File: config.mk
export PLATFORM = sky130hd
export DESIGN_NAME = cell_byte_decoder
export DESIGN_NICKNAME = d
export VERILOG_FILES = /design/src/rtl/cbd_pkg.sv /design/src/rtl/cbd_blink_timer.sv /design/src/rtl/cbd_byte_split.sv /design/src/rtl/cell_byte_decoder.sv
export SDC_FILE = /design/constraint.sdc
export NUM_CORES = 1
export LEC_CHECK = 0
export ABC_CLOCK_PERIOD_IN_PS = 1100
export CELL_PAD_IN_SITES_DETAIL_PLACEMENT = 0
export CELL_PAD_IN_SITES_GLOBAL_PLACEMENT = 1
export CORE_MARGIN = 2
export CORE_UTILIZATION = 43
export CTS_CLUSTER_DIAMETER = 150
export DETAILED_ROUTE_END_ITERATION = 16
export DONT_BUFFER_PORTS = 1
export GPL_TIMING_DRIVEN = 0
export PLACE_DENSITY_LB_ADDON = 0.1
export REMOVE_ABC_BUFFERS = 1
export SYNTH_ARGS = -nofsm -noshare
export SYNTH_HDL_FRONTEND = slang
export SYNTH_HIERARCHICAL = 1
export SYNTH_SLANG_ARGS = --single-unit
File: constraint.sdc
create_clock -name clk -period 1.1 [get_ports clk]
set_input_delay 0 -clock clk [delete_from_list [all_inputs] [get_ports clk]]
set_output_delay 0 -clock clk [all_outputs]
set_load 0.005 [all_outputs]
File: src/rtl/cbd_pkg.sv
package cbd_pkg;
  typedef enum logic [1:0] {
    STY_INVERSE = 2'b00,
    STY_FLASH   = 2'b01,
    STY_NORM_A  = 2'b10,
    STY_NORM_B  = 2'b11
  } style_e;
endpackage

File: src/rtl/cbd_blink_timer.sv
module cbd_blink_timer #(
  parameter int FLASH_FRAMES = 16
) (
  input  logic clk,
  input  logic rst,
  input  logic frame_stb,
  output logic phase
);
  localparam int CNT_W = (FLASH_FRAMES > 1) ? $clog2(FLASH_FRAMES) : 1;
  localparam logic [CNT_W-1:0] LAST = CNT_W'(FLASH_FRAMES - 1);

  logic [CNT_W-1:0] cnt;

  always_ff @(posedge clk) begin
    if (rst) begin
      cnt   <= '0;
      phase <= 1'b0;
    end else if (frame_stb) begin
      if (cnt == LAST) begin
        cnt   <= '0;
        phase <= ~phase;
      end else begin
        cnt <= cnt + 1'b1;
      end
    end
  end
endmodule

File: src/rtl/cbd_byte_split.sv
module cbd_byte_split #(
  parameter int BYTE_W = 8,
  parameter int LINE_W = 3
) (
  input  logic [BYTE_W-1:0]   byte_in,
  input  logic [LINE_W-1:0]   line_in,
  input  logic                gfx,
  input  logic                phase,
  output logic [BYTE_W/2-1:0] color,
  output logic [BYTE_W-3:0]   chr,
  output logic                inv
);
  import cbd_pkg::*;
  localparam int NIB_W = BYTE_W / 2;

  style_e sty;
  assign sty = style_e'(byte_in[BYTE_W-1 -: 2]);

  always_comb begin
    color = '0;
    chr   = '0;
    inv   = 1'b0;
    if (gfx) begin
      color = line_in[LINE_W-1] ? byte_in[BYTE_W-1 -: NIB_W] : byte_in[NIB_W-1:0];
    end else begin
      chr = byte_in[BYTE_W-3:0];
      unique case (sty)
        STY_INVERSE: inv = 1'b1;
        STY_FLASH:   inv = phase;
        default:     inv = 1'b0;
      endcase
    end
  end
endmodule

File: src/rtl/cell_byte_decoder.sv
module cell_byte_decoder #(
  parameter int BYTE_W       = 8,
  parameter int LINE_W       = 3,
  parameter int FLASH_FRAMES = 16
) (
  input  logic                clk,
  input  logic                rst,
  input  logic                in_valid,
  input  logic [BYTE_W-1:0]   in_byte,
  input  logic [LINE_W-1:0]   in_line,
  input  logic                mode_gfx,
  input  logic                frame_stb,
  output logic                out_valid,
  output logic [BYTE_W/2-1:0] out_color,
  output logic [BYTE_W-3:0]   out_char,
  output logic                out_invert
);
  localparam int NIB_W  = BYTE_W / 2;
  localparam int CHAR_W = BYTE_W - 2;

  logic              phase;
  logic [NIB_W-1:0]  nx_color;
  logic [CHAR_W-1:0] nx_char;
  logic              nx_inv;

  cbd_blink_timer #(.FLASH_FRAMES(FLASH_FRAMES)) u_blink (
    .clk(clk), .rst(rst), .frame_stb(frame_stb), .phase(phase)
  );

  cbd_byte_split #(.BYTE_W(BYTE_W), .LINE_W(LINE_W)) u_split (
    .byte_in(in_byte), .line_in(in_line), .gfx(mode_gfx), .phase(phase),
    .color(nx_color), .chr(nx_char), .inv(nx_inv)
  );

  always_ff @(posedge clk) begin
    if (rst) begin
      out_valid  <= 1'b0;
      out_color  <= '0;
      out_char   <= '0;
      out_invert <= 1'b0;
    end else begin
      out_valid <= in_valid;
      if (in_valid) begin
        out_color  <= nx_color;
        out_char   <= nx_char;
        out_invert <= nx_inv;
      end
    end
  end
endmodule

---- After elaboration in Yosys (flattened, before gate mapping) ----
Cells that the tools add are included.
W data, S select, Z words.
operators by class
  $add $sub $neg .......................... 1
  equal/unequal tests ..................... 2
  mux-type cells .......................... 6
  bitwise logic cells ..................... 1
  reductions and logical operators ........ 2
operator list
  operator               count
  $mux W4                3
  $mux W6                1
  $add A4 B1 Y4 const B  1
  $eq A4 B4 Y1 const B   1
  $eq A2 B1 Y1 const B   1
  $logic_not A2 Y1       1
  $pmux W1 S2            1
  $reduce_and A2 Y1      1
  $mux W1                1
  $not A1 Y1             1
word-level totals
  bits in registers ....................... 17
  bits of input ports ..................... 16
  output and inout port bits .............. 12
  word-level logic and storage cells ...... 18

---- Longest topological paths before layout ----
  depth after elaboration ................. 3
  depth in mapped cells ................... 5
  gate-level depth less buffers ........... 4

---- Cells and area by module ----
The synthesis kept the hierarchy.
modules (own cells, without submodules)
  module             times used  cells an instance  area an instance (sq um)
  cell_byte_decoder  1           37                 414.1
  cbd_blink_timer    1           23                 212.7
  cbd_byte_split     1           18                 136.4

---- Worst setup path before layout ----
Ideal clock, no wire load.
  kind .................................... reg2reg
  start ................................... register u_blink.cnt[0]
  end ..................................... register u_blink.phase
  data arrival time ....................... 851 ps
  data required time ...................... 986 ps
  setup slack ............................. 135 ps
  cell stages (with the launch flop) ...... 5
  cells stage by stage .................... dfxtp_1 > ha_1 > nand4_1 > xor2_1 > nor2_1
on the way
  longest elaborated chain between the ends .. 2
RTL lines
  what                                RTL line               RTL
  start, declared                     cbd_blink_timer.sv:12  logic [CNT_W-1:0] cnt;
  start signal, assigned              cbd_blink_timer.sv:23  cnt <= cnt + 1'b1;
  $eq A4 B4 Y1                        cbd_blink_timer.sv:19  if (cnt == LAST) begin
  $reduce_and A2 Y1 (no source line)  n/a
  end signal, assigned                cbd_blink_timer.sv:21  phase <= ~phase;
  end, declared                       cbd_blink_timer.sv:7   output logic phase
No other way between the ends.
A chain may end at the register's enable or synchronous reset.

---- Worst setup path after layout ----
  start ................................... register u_blink.cnt[1]
  end ..................................... register u_blink.phase
Same word-level chain as after synthesis.

==> results_dict.tcl <==
set metrics [dict create \
    outcome "finished, violations left" \
    violations "hold timing" \
    drt_first_iter_violations 1 \
    area_delta_synth_final_pct 6.721 \
    grt_setup_unrepaired "no" \
    fin_crit_ns 1.009 \
    worstSkewPairLatency_ns 0.28 \
    worstPathRequired_ns 1.26 \
    die_h_um 46.13 \
    port_buffers 0 \
    synth_area_leaders "dfxtp_1 45%, mux2i_1 22%, nor2b_1 9.0%" \
    cts_tree "yes" \
    p_per_area_mw_per_mm2 1330 \
    fmax_ghz 0.9908 \
    final_hold_viol_count 12 \
    grt_pass1_wl_um 1945 \
    ys_top_cells_by_count "17 x dfxtp_1, 17 x mux2i_1, 15 x nor2_1, 11 x nor2b_1, 3 x buf_6" \
    cts_hold_buf 2 \
    grt_max_degree 18 \
    fin_crit_sh 0.9175 \
    syn_area_sq_um 763.2 \
    place_area_sq_um 745.7 \
    async_flop_share 0 \
    cts_max_path_buffers 2 \
    grt.total_usage 0.1319 \
    grt_pass1_vias 463 \
    ys.flop_type "dfxtp_1" \
    routed_via_density 5.237 \
    worstSetupPathType "reg2reg" \
    die_x_um 46.13 \
    drive_gt1_frac 0.1125 \
    cp-end-kind "flip-flop" \
    antenna_left 0 \
    netlist-cell-type-count 17 \
    fin_area_sq_um 814.5 \
    core_sq_mm 0.001689 \
    p_leak_uw 0.0003445 \
    ys_ff_latch 17 \
    drtPass1Iterations 4 \
    synth_edf_count 0 \
    finalPower_uw 1083 \
    hold_ws_ns -0.1620 \
    dr_total_vias 508 \
    start_util 0.4519 \
    cts_sinks 17 \
    die_area_sq_mm 0.002128 \
    tightest_slew_ns 0.6327 \
    yosysSeqAreaShare 0.4459 \
    yosys_warnings 6 \
    fillers 170 \
    drt-total-wl_um 1324 \
    crit_chain "ha_4, nand4_1, xor2_1, nor2_1" \
    drv_cap 0 \
    setup.worst_path.start_class "flip-flop" \
    clk_transition_reported_paths_ns 0.10 \
    h-tree-depth 1 \
    io_pins 28 \
    critPathMaxFanout 4 \
    crit_arrival_ns 1.17 \
    overflow 0 \
    maxSlewHeadroom 0.5768 \
    wl_per_cell_um 13.65 \
    tns_ns 0 \
    antenna_found_initial 0 \
    diodes 0 \
    skew_ns 0.0004940 \
    synth_area_per_cell_sq_um 9.785 \
    hp-class "in2reg" \
    globalplace.congestion 0.7462 \
    cts_root_buffer "clkbuf_4" \
    critPathSlowestCell "dfxtp_2" \
    rows 15 \
    drcViolationCount 0 \
    hpwl_um 900.5 \
    peakVddDrop_mv 0.5964 \
    slowest_delay_ns 0.39 \
    maxSlewViolCount 0 \
    nets 98 \
    postSynthCellCount 78 \
    synth_top_area_frac 0.4459 \
    cts_made_buffers 3 \
    yosys.area.top_type "dfxtp_1" \
    finalSetupViolations 0 \
]
[where the power goes]
part / leakage [uW] / switching, uW / internal, uW
Clock: 0.0000177 / 189 / 135
Combinational: 0.000187 / 38.3 / 56.6
Sequential: 0.000140 / 23.0 / 641
Total: 0.000345 / 251 / 832
[flip-flops by register name (all words and copies together), names as in the netlist]
| register | flops |
|---|---|
| u_blink/cnt | 4 |
| out_char | 6 |
| out_valid | 1 |
| out_color | 4 |
| u_blink/phase | 1 |
| out_invert | 1 |
[metal layers]
metal  part of all wire  vias up  global-route usage
li1                   -      263                   -
met2               0.42       21              0.1889
met5                  0        -                   0
met4             0.0091        0             0.06857
met1               0.48      222              0.1675
met3              0.098        2             0.05490
[path summary, 6_finish.rpt]
| path | start | endpoint | slack [ns] | depth (start not counted) |
|---|---|---|---|---|
| worst max register to register | u_blink/cnt[1]$_SDFFE_PP0P_ | u_blink/phase$_SDFFE_PP0P_ | 0.09 | 4 |
| worst min register to register | u_blink/cnt[3]$_SDFFE_PP0P_ | u_blink/cnt[3]$_SDFFE_PP0P_ | 0.52 | 2 |
| worst max-delay path | u_blink/cnt[1]$_SDFFE_PP0P_ | u_blink/phase$_SDFFE_PP0P_ | 0.09 | 4 |
| worst min-delay path | in_valid | out_valid$_SDFF_PP0_ | -0.16 | 1 |
[logic make-up after synthesis]
kind of cell,Yosys count,share of synthesized area
adders and majority gates,1,0.01639
and+or+nand+nor,31,0.1984
muxes,17,0.2229
xor gates and xnor gates,2,0.02296
DFF,17,0.4459
buffers and inverters,5,0.05572
AOI/OAI and AO/OA,5,0.03771
[through the flow]
| step | instances | setup slack, ns | utilization | hold WS [ns] |
|---|---|---|---|---|
| global placement | 91 | 0.06073 | 0.4415 | 0.07242 |
| floorplan | 74 | 0.1349 | - | 0.06907 |
| detailed placement | 91 | 0.07647 | 0.4415 | 0.07580 |
| global route | 97 | 0.002314 | 0.4822 | -0.1778 |
| CTS | 97 | 0.005816 | 0.4696 | -0.1715 |
| finish | 97 | 0.09070 | 0.4822 | -0.1620 |
[layout by cell type (no fill, tap or decap), drive strengths merged]
master,instances
clkinv,1
ha,1
a211oi,1
inv,1
mux2i,17
xor2,2
o21ai,1
dlymetal6s4s,1
a21oi,2
dlygate4sd3,1
nand4,1
nor2,15
dfxtp,17
or3,1
a31oi,1
nand2,3
nor2b,11
clkbuf,3
[area by class of cell]
type	instances	area [sq um]	area share
clock buffers	3	22.52	0.02765
multi-input cells	56	392.9	0.4823
flip-flops and latches	17	346.6	0.4255
repair buffers	2	22.52	0.02765
clock inverters	1	5.005	0.006144
inverters	1	3.754	0.004608
well taps	17	21.27	0.02611
[what timing repair did]
| action | 4_1_cts | 5_1_grt |
|---|---|---|
| setup endpoints to repair | 0 | 3 |
| buffers inserted | 0 | 0 |
| endpoints found under the hold margin | 17 | 12 |
| gates resized for setup | 0 | 7 |
[critical path: cells and delay by family, from the launching register on]
| kind | cells | cell delay, ns |
|---|---|---|
| AND/OR/NAND/NOR | 2 | 0.16 |
| flip-flops | 1 | 0.39 |
| XOR/XNOR | 1 | 0.18 |
| adder cells (fa/ha/maj) | 1 | 0.15 |
No activity file was read; power rests on OpenSTA's default activity.
